## config.mk

```make
export PLATFORM = sky130hd
export DESIGN_NAME = serial_irq_unit
export DESIGN_NICKNAME = d
export VERILOG_FILES = /design/src/rtl/sirq_pkg.sv /design/src/rtl/sirq_flags.sv /design/src/rtl/sirq_regs.sv /design/src/rtl/serial_irq_unit.sv
export SDC_FILE = /design/constraint.sdc
export NUM_CORES = 1
export LEC_CHECK = 0
export ABC_AREA = 1
export CAP_MARGIN = 20
export CORE_ASPECT_RATIO = 0.9
export CORE_UTILIZATION = 35
export DETAILED_ROUTE_END_ITERATION = 7
export PLACE_DENSITY_LB_ADDON = 0.1
export SLEW_MARGIN = 20
export SYNTH_ARGS = -nofsm -noshare
export SYNTH_HDL_FRONTEND = slang
export SYNTH_SLANG_ARGS = --single-unit
```

## constraint.sdc

```tcl
create_clock -name clk -period 3.8 [get_ports clk]
set_input_delay 0.57 -clock clk [delete_from_list [all_inputs] [get_ports clk]]
set_output_delay 0.57 -clock clk [all_outputs]
set_load 0.01 [all_outputs]
```

## src/rtl/sirq_pkg.sv

```systemverilog
package sirq_pkg;
  localparam int NSRC = 6;

  // source bit positions, decoded by the status and clear registers
  localparam int B_TXE = 0;
  localparam int B_TXO = 1;
  localparam int B_RXU = 2;
  localparam int B_RXO = 3;
  localparam int B_RXF = 4;
  localparam int B_CON = 5;

  // which sources latch (1) and which are live levels (0)
  localparam logic [NSRC-1:0] STICKY_MASK = 6'b101110;

  localparam logic [3:0] A_MASK    = 4'd0;
  localparam logic [3:0] A_MDIS    = 4'd1;
  localparam logic [3:0] A_MEN     = 4'd2;
  localparam logic [3:0] A_STAT    = 4'd3;
  localparam logic [3:0] A_RAW     = 4'd4;
  localparam logic [3:0] A_TXTHR   = 4'd5;
  localparam logic [3:0] A_RXTHR   = 4'd6;
  localparam logic [3:0] A_CLR_TXO = 4'd7;
  localparam logic [3:0] A_CLR_RXU = 4'd8;
  localparam logic [3:0] A_CLR_RXO = 4'd9;
  localparam logic [3:0] A_CLR_CON = 4'd10;

  // level at or below threshold
  function automatic logic lvl_le(input logic [31:0] lvl, input logic [31:0] thr);
    return lvl <= thr;
  endfunction

  // clamp a written threshold to the FIFO depth
  function automatic logic [31:0] sat_level(input logic [31:0] v, input logic [31:0] depth);
    return (v > depth) ? depth : v;
  endfunction

  // map a clear-register address to the source bit it clears
  function automatic logic [NSRC-1:0] clr_decode(input logic [3:0] a);
    logic [NSRC-1:0] r;
    r = '0;
    case (a)
      A_CLR_TXO: r[B_TXO] = 1'b1;
      A_CLR_RXU: r[B_RXU] = 1'b1;
      A_CLR_RXO: r[B_RXO] = 1'b1;
      A_CLR_CON: r[B_CON] = 1'b1;
      default:   r = '0;
    endcase
    return r;
  endfunction
endpackage

```

## src/rtl/sirq_flags.sv

```systemverilog
module sirq_flags
  import sirq_pkg::*;
#(
  parameter int FIFO_DEPTH = 8,
  parameter int LVL_W      = 4
) (
  input  logic             clk,
  input  logic             rst_n,
  input  logic [LVL_W-1:0] tx_level,
  input  logic [LVL_W-1:0] rx_level,
  input  logic [LVL_W-1:0] tx_thr,
  input  logic [LVL_W-1:0] rx_thr,
  input  logic             tx_push,
  input  logic             rx_pop,
  input  logic             rx_frame_done,
  input  logic             contend_evt,
  input  logic [NSRC-1:0]  clr_pulse,
  output logic [NSRC-1:0]  set_evt,
  output logic [NSRC-1:0]  raw
);
  localparam logic [LVL_W-1:0] FULL_LVL = LVL_W'(FIFO_DEPTH);

  logic [NSRC-1:0] live;
  logic [NSRC-1:0] flag_q;

  always_comb begin
    set_evt        = '0;
    set_evt[B_TXO] = tx_push && (tx_level == FULL_LVL);
    set_evt[B_RXU] = rx_pop && (rx_level == '0);
    set_evt[B_RXO] = rx_frame_done && (rx_level == FULL_LVL);
    set_evt[B_CON] = contend_evt;

    live        = '0;
    live[B_TXE] = lvl_le(32'(tx_level), 32'(tx_thr));
    live[B_RXF] = !lvl_le(32'(rx_level), 32'(rx_thr));
  end

  for (genvar i = 0; i < NSRC; i++) begin : g_src
    always_ff @(posedge clk) begin
      if (!rst_n)
        flag_q[i] <= 1'b0;
      else if (STICKY_MASK[i]) begin
        if (set_evt[i])
          flag_q[i] <= 1'b1;
        else if (clr_pulse[i])
          flag_q[i] <= 1'b0;
      end
    end
    assign raw[i] = STICKY_MASK[i] ? flag_q[i] : live[i];
  end
endmodule

```

## src/rtl/sirq_regs.sv

```systemverilog
module sirq_regs
  import sirq_pkg::*;
#(
  parameter int FIFO_DEPTH = 8,
  parameter int LVL_W      = 4,
  parameter int DATA_W     = 16
) (
  input  logic              clk,
  input  logic              rst_n,
  input  logic              reg_wr,
  input  logic              reg_rd,
  input  logic [3:0]        reg_addr,
  input  logic [DATA_W-1:0] reg_wdata,
  input  logic [NSRC-1:0]   raw,
  output logic [NSRC-1:0]   mask,
  output logic [LVL_W-1:0]  tx_thr,
  output logic [LVL_W-1:0]  rx_thr,
  output logic [NSRC-1:0]   clr_pulse,
  output logic [DATA_W-1:0] reg_rdata
);
  logic [NSRC-1:0]  wbits;
  logic [LVL_W-1:0] wthr;

  assign wbits     = reg_wdata[NSRC-1:0];
  assign wthr      = LVL_W'(sat_level(32'(reg_wdata), 32'(FIFO_DEPTH)));
  assign clr_pulse = reg_rd ? clr_decode(reg_addr) : '0;

  always_ff @(posedge clk) begin
    if (!rst_n) begin
      mask   <= '0;
      tx_thr <= '0;
      rx_thr <= '0;
    end else if (reg_wr) begin
      case (reg_addr)
        A_MASK:  mask   <= wbits;
        A_MDIS:  mask   <= mask & ~wbits;
        A_MEN:   mask   <= mask | wbits;
        A_TXTHR: tx_thr <= wthr;
        A_RXTHR: rx_thr <= wthr;
        default: ;
      endcase
    end
  end

  always_comb begin
    case (reg_addr)
      A_MASK:    reg_rdata = DATA_W'(mask);
      A_STAT:    reg_rdata = DATA_W'(raw & mask);
      A_RAW:     reg_rdata = DATA_W'(raw);
      A_TXTHR:   reg_rdata = DATA_W'(tx_thr);
      A_RXTHR:   reg_rdata = DATA_W'(rx_thr);
      A_CLR_TXO: reg_rdata = DATA_W'(raw[B_TXO]);
      A_CLR_RXU: reg_rdata = DATA_W'(raw[B_RXU]);
      A_CLR_RXO: reg_rdata = DATA_W'(raw[B_RXO]);
      A_CLR_CON: reg_rdata = DATA_W'(raw[B_CON]);
      default:   reg_rdata = '0;
    endcase
  end
endmodule

```

## src/rtl/serial_irq_unit.sv

```systemverilog
module serial_irq_unit
  import sirq_pkg::*;
#(
  parameter int FIFO_DEPTH = 8,
  parameter int DATA_W     = 16,
  localparam int LVL_W     = $clog2(FIFO_DEPTH + 1)
) (
  input  logic              clk,
  input  logic              rst_n,
  input  logic              reg_wr,
  input  logic              reg_rd,
  input  logic [3:0]        reg_addr,
  input  logic [DATA_W-1:0] reg_wdata,
  output logic [DATA_W-1:0] reg_rdata,
  input  logic [LVL_W-1:0]  tx_level,
  input  logic [LVL_W-1:0]  rx_level,
  input  logic              tx_push,
  input  logic              rx_pop,
  input  logic              rx_frame_done,
  input  logic              contend_evt,
  output logic              irq
);
  logic [NSRC-1:0]  raw;
  logic [NSRC-1:0]  mask;
  logic [NSRC-1:0]  set_evt;
  logic [NSRC-1:0]  clr_pulse;
  logic [LVL_W-1:0] tx_thr;
  logic [LVL_W-1:0] rx_thr;
  logic [NSRC-1:0]  masked;

  sirq_regs #(.FIFO_DEPTH(FIFO_DEPTH), .LVL_W(LVL_W), .DATA_W(DATA_W)) u_regs (
    .clk(clk), .rst_n(rst_n),
    .reg_wr(reg_wr), .reg_rd(reg_rd), .reg_addr(reg_addr), .reg_wdata(reg_wdata),
    .raw(raw), .mask(mask), .tx_thr(tx_thr), .rx_thr(rx_thr),
    .clr_pulse(clr_pulse), .reg_rdata(reg_rdata)
  );

  sirq_flags #(.FIFO_DEPTH(FIFO_DEPTH), .LVL_W(LVL_W)) u_flags (
    .clk(clk), .rst_n(rst_n),
    .tx_level(tx_level), .rx_level(rx_level), .tx_thr(tx_thr), .rx_thr(rx_thr),
    .tx_push(tx_push), .rx_pop(rx_pop), .rx_frame_done(rx_frame_done),
    .contend_evt(contend_evt), .clr_pulse(clr_pulse),
    .set_evt(set_evt), .raw(raw)
  );

  assign masked = raw & mask;

  always_ff @(posedge clk) begin
    if (!rst_n) irq <= 1'b0;
    else        irq <= |masked;
  end
endmodule

```

==> qor.txt, run 1 <==
Number of enable flip-flop cells after synthesis: 0
Hpwl dp: 3240 µm
Vias: 1,564
Input/output buffers: 42
Count of nets after finishing: 320
Number of synthesized register bits: 19
Library cell used as clock root buffer: sky130_fd_sc_hd__clkbuf_8
Clock Skews: 0.000539 ns
Type of origin of the critical path: primary input
Overall die height: 63.1 µm
Class of the most critical hold timing path: reg2reg
Initial core utilization: 37.9%
Max-slew violation count: 0
Dpl cells: 317
Cells after Synth: 231
Slew at the pin with the worst max-slew slack: 0.534 ns
Run status: completed
Global-route wire length before repair: 6640 µm
Proportion of synthesized flip-flops having asynchronous set or reset: 0%
Final standard cell utilization of the core: 50.4%
Cell leakage power: 0.834 nW
Setup Buffers After CTS: 0
Number of library cell types mapped by synthesis: 24
Highest Clock Rate: 335 MHz
Final period demand of the worst path: 2.99 ns
Worst path cell trace: clkdlybuf4s50_1 -> nand2_1 -> inv_1 -> nand2_1 -> o21ai_0 -> nand2_1 -> nand3_1 -> clkdlybuf4s50_1
Area share of the leading cell type in the synthesized netlist: 26.2%
Clock slew at the register clock pins of the worst setup and hold paths: 0.08 ns
Worst hold path cell count: 2
Tcrit/Tclk final: 78.6%
Initial antenna violation count: 0
Final count of hold timing violations: 0
Multi-input logic area: 907 µm²
Total Routing Usage GR: 18.9%
Hold path startpoint: u_regs.mask[0]$_SDFFE_PN0P_
Worst hold margin: 0.473 ns
Diode count: 0
Setup repair after global routing missed its margin: false
Clock buffers created by TritonCTS: 3
Worst Setup Path Type: in2out
H-tree depth: 1
Leftover overflow at the end of global routing: 0
Bufs on Longest Clock Path: 2
Top cells by count, synth: sky130_fd_sc_hd__nand2_1 (60), sky130_fd_sc_hd__inv_1 (27), sky130_fd_sc_hd__a21oi_1 (22)
Most numerous cell in the Yosys netlist: sky130_fd_sc_hd__nand2_1
Filler Cells Inserted: 415
Post-Syn Area per Cell: 6.29 µm²
Drt total wl: 3860 µm
Number of detailed-routing iterations run before antenna repair: 4
Wire length per cell: 12.0 µm
Gates resized, CTS repair: 0
Avg Vias per Cell: 4.87
Beginning of the worst register-to-register path: u_regs.rx_thr[3]$_SDFFE_PN0P_
Initial drt markers: 109
Most repeated library cell on the critical path: sky130_fd_sc_hd__nand2_1
Number of global-route vias before repair: 1,476
Number of synthesis warnings: 0
Non-Filler Cell Area, Final: 1930 µm²
Endpoint type of the worst setup path: output pin
Leading cell types by total area after synthesis: sky130_fd_sc_hd__dfxtp_1 (26%), sky130_fd_sc_hd__nand2_1 (16%), sky130_fd_sc_hd__a21oi_1 (7.6%)
Worst relative slew slack: 64.3%
Reg area: 380 µm²
Sink count of the clock tree: 19
Pwr/cell area: 242 nW/µm²
Endpoint of the most critical register-to-register path: irq$_SDFF_PN0_
Ys flop type: sky130_fd_sc_hd__dfxtp_1
Cell accounting for the most synthesized area: sky130_fd_sc_hd__dfxtp_1
Row cnt: 21
Largest net degree at the start of global routing: 13
Top-level port count: 53
DIE AREA: 4410 µm²
Logic depth of the worst register-to-register path: 9
Combined area of all synthesized cells: 1450 µm²
Arrival time at the worst endpoint: 2.42 ns
Relative area change from synthesis to final layout: 33.2%
Residual DRC count: 0
Die Width: 69.9 µm
Area of the core: 3840 µm²
Worst min-delay path endpoint: u_regs.mask[0]$_SDFFE_PN0P_
Placement-stage cell area: 1890 µm²
Clock tree from TritonCTS: yes
Critical Path Slowest Stage Cell: sky130_fd_sc_hd__clkdlybuf4s50_1
Required time reported for the critical path endpoint: 3.23 ns
Worst vdd ir: 0.197 mV
Hold_buf cts: 0
Largest stage delay on the critical path: 0.58 ns
Maximum fanout encountered on the critical timing path: 4
Final setup vio count: 0
Max-cap violation count: 0
Final Wtd Congestion: 0.843
Final cell count without fillers: 321
Insertion delay to the later sink of the worst-skew pair: 0.26 ns
Sequential share of the synthesized area: 26.2%
Fraction of layout cells with a size suffix above 1: 6.18%
R2R setup slack: 2.47 ns
Setup TNS: 0 ns
Number of antenna-violating nets in the routed design: 0
## critical path: cells and delay by family
kind,cells,cell delay [ns]
simple gates,4,0.40
compound gates,1,0.18
buf+inv,3,1.27
## registers in the layout, indices dropped and copies added (netlist names)
| name | count |
|---|---|
| u_flags.raw | 4 |
| u_regs.tx_thr | 4 |
| u_regs.mask | 6 |
| irq | 1 |
| u_regs.rx_thr | 4 |
## layer usage
metal	routed length, µm	part of all wire (%)	GRT usage, %	vias up
met3	171	4.4	4.64	8
li1	-	-	-	824
met5	0	0	0	-
met2	1740	45	30.3	51
met1	1870	49	25.1	681
met4	70	1.8	5.75	0
## cell type report
| type | instances | share of cell area, % |
|---|---|---|
| well taps | 46 | 2.98 |
| multi-input cells | 178 | 46.9 |
| inverters | 32 | 6.21 |
| clock buffers | 3 | 2.13 |
| flip-flops and latches | 19 | 19.7 |
| repair buffers | 42 | 21.7 |
| clock inverters | 1 | 0.388 |
## metrics by stage
stage,worst slack (ns),power (mW)
2_1_floorplan,1.96,0.270
3_3_place_gp,0.824,0.319
3_5_place_dp,0.818,0.320
4_1_cts,0.815,0.469
5_1_grt,0.655,0.493
6_report,0.812,0.467
## cell usage in the layout, fill, tap and decap left out
cell,synthesis,layout
sky130_fd_sc_hd__nand3_1,20,20
sky130_fd_sc_hd__a21oi_1,22,22
sky130_fd_sc_hd__nor3b_1,1,1
sky130_fd_sc_hd__conb_1,1,10
sky130_fd_sc_hd__nor2_1,19,19
sky130_fd_sc_hd__nand4_1,7,7
sky130_fd_sc_hd__ha_1,8,8
sky130_fd_sc_hd__o211ai_1,1,1
sky130_fd_sc_hd__o21ai_1,9,9
sky130_fd_sc_hd__clkbuf_8,0,3
sky130_fd_sc_hd__o21ai_0,9,9
sky130_fd_sc_hd__o22ai_1,2,2
sky130_fd_sc_hd__nor2_2,2,2
sky130_fd_sc_hd__nand2_1,60,60
sky130_fd_sc_hd__inv_2,4,4
sky130_fd_sc_hd__clkinv_1,1,1
sky130_fd_sc_hd__nor2_4,4,4
sky130_fd_sc_hd__clkinvlp_4,0,1
sky130_fd_sc_hd__nand2_2,1,1
sky130_fd_sc_hd__inv_1,27,27
sky130_fd_sc_hd__clkdlybuf4s50_1,0,42
sky130_fd_sc_hd__and3_1,1,1
sky130_fd_sc_hd__dfxtp_1,19,19
sky130_fd_sc_hd__nand2_4,1,1
sky130_fd_sc_hd__nor2_8,1,1
## power by group
part | switching (mW) | internal (mW)
combinational | 0.0534 | 0.0520
sequential | 0.00528 | 0.204
clock | 0.0782 | 0.0742
total | 0.137 | 0.330
## how the worst max path moves through the flow
stage                start      endpoint  cells past startpoint
3_5_place_dp   reg_addr[1]  reg_rdata[3]                      9
4_1_cts        reg_addr[1]  reg_rdata[3]                      9
2_1_floorplan  tx_level[1]  reg_rdata[0]                      8
3_3_place_gp   reg_addr[3]  reg_rdata[0]                      7
6_report       reg_addr[0]  reg_rdata[0]                      8
5_1_grt        reg_addr[1]  reg_rdata[0]                      7
## cell families after synthesis
logic type | Yosys count | synth area share [%]
AND/OR/NAND/NOR | 117 | 37.8
adder cells (fa/ha/maj) | 8 | 6.89
flip-flops | 19 | 26.2
other | 1 | 0.258
buffers and inverters | 43 | 13.7
AO/OA/AOI/OAI | 43 | 15.2
Power figures use the tool's default switching activity.
==> run 2: changes to the inputs <==
- clock period: 3.8 -> 2.8 ns (I/O delays scaled with it)
==> run 2 against run 1 <==
Against the previous run:
- final area up 0.52%
- die area unchanged
- count of clock-buffer cells in the layout unchanged
- critical path type unchanged
==> qor.txt, run 2 (same netlist as run 1, synthesis figures left out) <==
Run status: completed
Endpoint type of the worst setup path: output pin
Row cnt: 21
Final count of hold timing violations: 0
Post-placement worst setup slack: 0.131 ns
Number of antenna-violating nets in the routed design: 0
Top library cells by usage in the layout, fill and taps aside: sky130_fd_sc_hd__nand2_1 (60), sky130_fd_sc_hd__clkdlybuf4s50_1 (42), sky130_fd_sc_hd__inv_1 (26)
Dpl cells: 318
Post-layout power: 0.638 mW
Highest Clock Rate: 375 MHz
Number of global-route vias before repair: 1,446
Final worst setup slack: 0.131 ns
Initial antenna violation count: 0
Type of origin of the critical path: primary input
Setup repair after global routing missed its margin: false
Die Width: 69.9 µm
Residual DRC count: 0
Tcrit/Tclk final: 95.3%
Required time reported for the critical path endpoint: 2.38 ns
Bufs on Longest Clock Path: 2
Drt total wl: 3780 µm
Relative area change from synthesis to final layout: 33.8%
Clock slew at the register clock pins of the worst setup and hold paths: 0.08 ns
Worst hold path cell count: 2
Total Routing Usage GR: 18.4%
Most common cell after layout, fill and taps aside: sky130_fd_sc_hd__nand2_1
Global-route wire length before repair: 6400 µm
Sink count of the clock tree: 19
Number of detailed-routing iterations run before antenna repair: 4
Largest register FFs: 6
Insertion delay to the later sink of the worst-skew pair: 0.27 ns
Worst Setup Path Type: in2out
Wire length per cell: 11.7 µm
Initial core utilization: 37.9%
Worst hold margin: 0.468 ns
Hpwl dp: 3190 µm
Final cell count without fillers: 322
Vias: 1,525
Worst vdd ir: 0.187 mV
H-tree depth: 1
Avg Vias per Cell: 4.74
Largest net degree at the start of global routing: 13
Input/output buffers: 42
Area of the core: 3840 µm²
R2R setup slack: 1.49 ns
Multi-input logic area: 910 µm²
Reg area: 380 µm²
Maximum fanout encountered on the critical timing path: 6
Clock Skews: 0.00229 ns
Top-level port count: 53
Diode count: 0
Setup TNS: 0 ns
Max-cap violation count: 0
Cell leakage power: 0.837 nW
Initial drt markers: 57
Filler Cells Inserted: 406
Final Wtd Congestion: 0.817
Placement-stage cell area: 1890 µm²
Overall die height: 63.1 µm
DIE AREA: 4410 µm²
Clock tree from TritonCTS: yes
Hold_buf cts: 0
Max-slew violation count: 0
Fraction of layout cells with a size suffix above 1: 7.25%
Final period demand of the worst path: 2.67 ns
Final setup vio count: 0
Count of nets after finishing: 321
Final standard cell utilization of the core: 50.7%
Class of the most critical hold timing path: reg2reg
Register with the highest flop count: u_regs.mask
Leftover overflow at the end of global routing: 0
Non-Filler Cell Area, Final: 1940 µm²
Clock buffers created by TritonCTS: 3
Library cell used as clock root buffer: sky130_fd_sc_hd__clkbuf_8
Arrival time at the worst endpoint: 2.25 ns
Logic depth of the worst register-to-register path: 10
Pwr/cell area: 328 nW/µm²
## run 2: critical path, stage by stage
cell and delay [ns]:
sky130_fd_sc_hd__clkdlybuf4s50_1 0.56, sky130_fd_sc_hd__inv_1 0.06, sky130_fd_sc_hd__nor2_1 0.28, sky130_fd_sc_hd__nand3_1 0.13, sky130_fd_sc_hd__and3_1 0.18, sky130_fd_sc_hd__nand3_1 0.08
sky130_fd_sc_hd__clkdlybuf4s50_1 0.54
## run 2: layer usage
| layer | vias to the layer above | global-route usage [%] | routed length (µm) |
|---|---|---|---|
| met5 | - | 0 | 0 |
| met4 | 0 | 5.00 | 46 |
| met3 | 7 | 4.00 | 180 |
| met2 | 46 | 30.2 | 1660 |
| met1 | 643 | 24.4 | 1890 |
| li1 | 829 | - | - |
## run 2: path summary, 6_finish.rpt
kind	start	end
worst max-delay path	reg_addr[3]	reg_rdata[0]
worst min-delay path	u_regs.mask[0]$_SDFFE_PN0P_	u_regs.mask[0]$_SDFFE_PN0P_
worst max register to register	u_regs.rx_thr[1]$_SDFFE_PN0P_	irq$_SDFF_PN0_
worst min register to register	u_regs.mask[0]$_SDFFE_PN0P_	u_regs.mask[0]$_SDFFE_PN0P_
## run 2: power breakdown
| group | internal (mW) | switching [mW] | leakage, nW |
|---|---|---|---|
| Combinational | 0.0718 | 0.0728 | 0.661 |
| Clock | 0.101 | 0.109 | 0.0217 |
| Sequential | 0.277 | 0.00683 | 0.154 |
## run 2: final cells by class
| type | count | share of cell area, % |
|---|---|---|
| Clock buffer | 3 | 2.12 |
| Clock inverter | 1 | 0.386 |
| Inverter | 32 | 6.18 |
| Multi-Input combinational cell | 178 | 46.8 |
| Sequential cell | 19 | 19.6 |
| Tap cell | 46 | 2.96 |
| Timing Repair Buffer | 43 | 22.0 |
## run 2: repair_timing
action / 4_1_cts / 5_1_grt
buffers inserted: 0 / 0
resized for setup: 0 / 2
setup endpoints to repair: 0 / 4
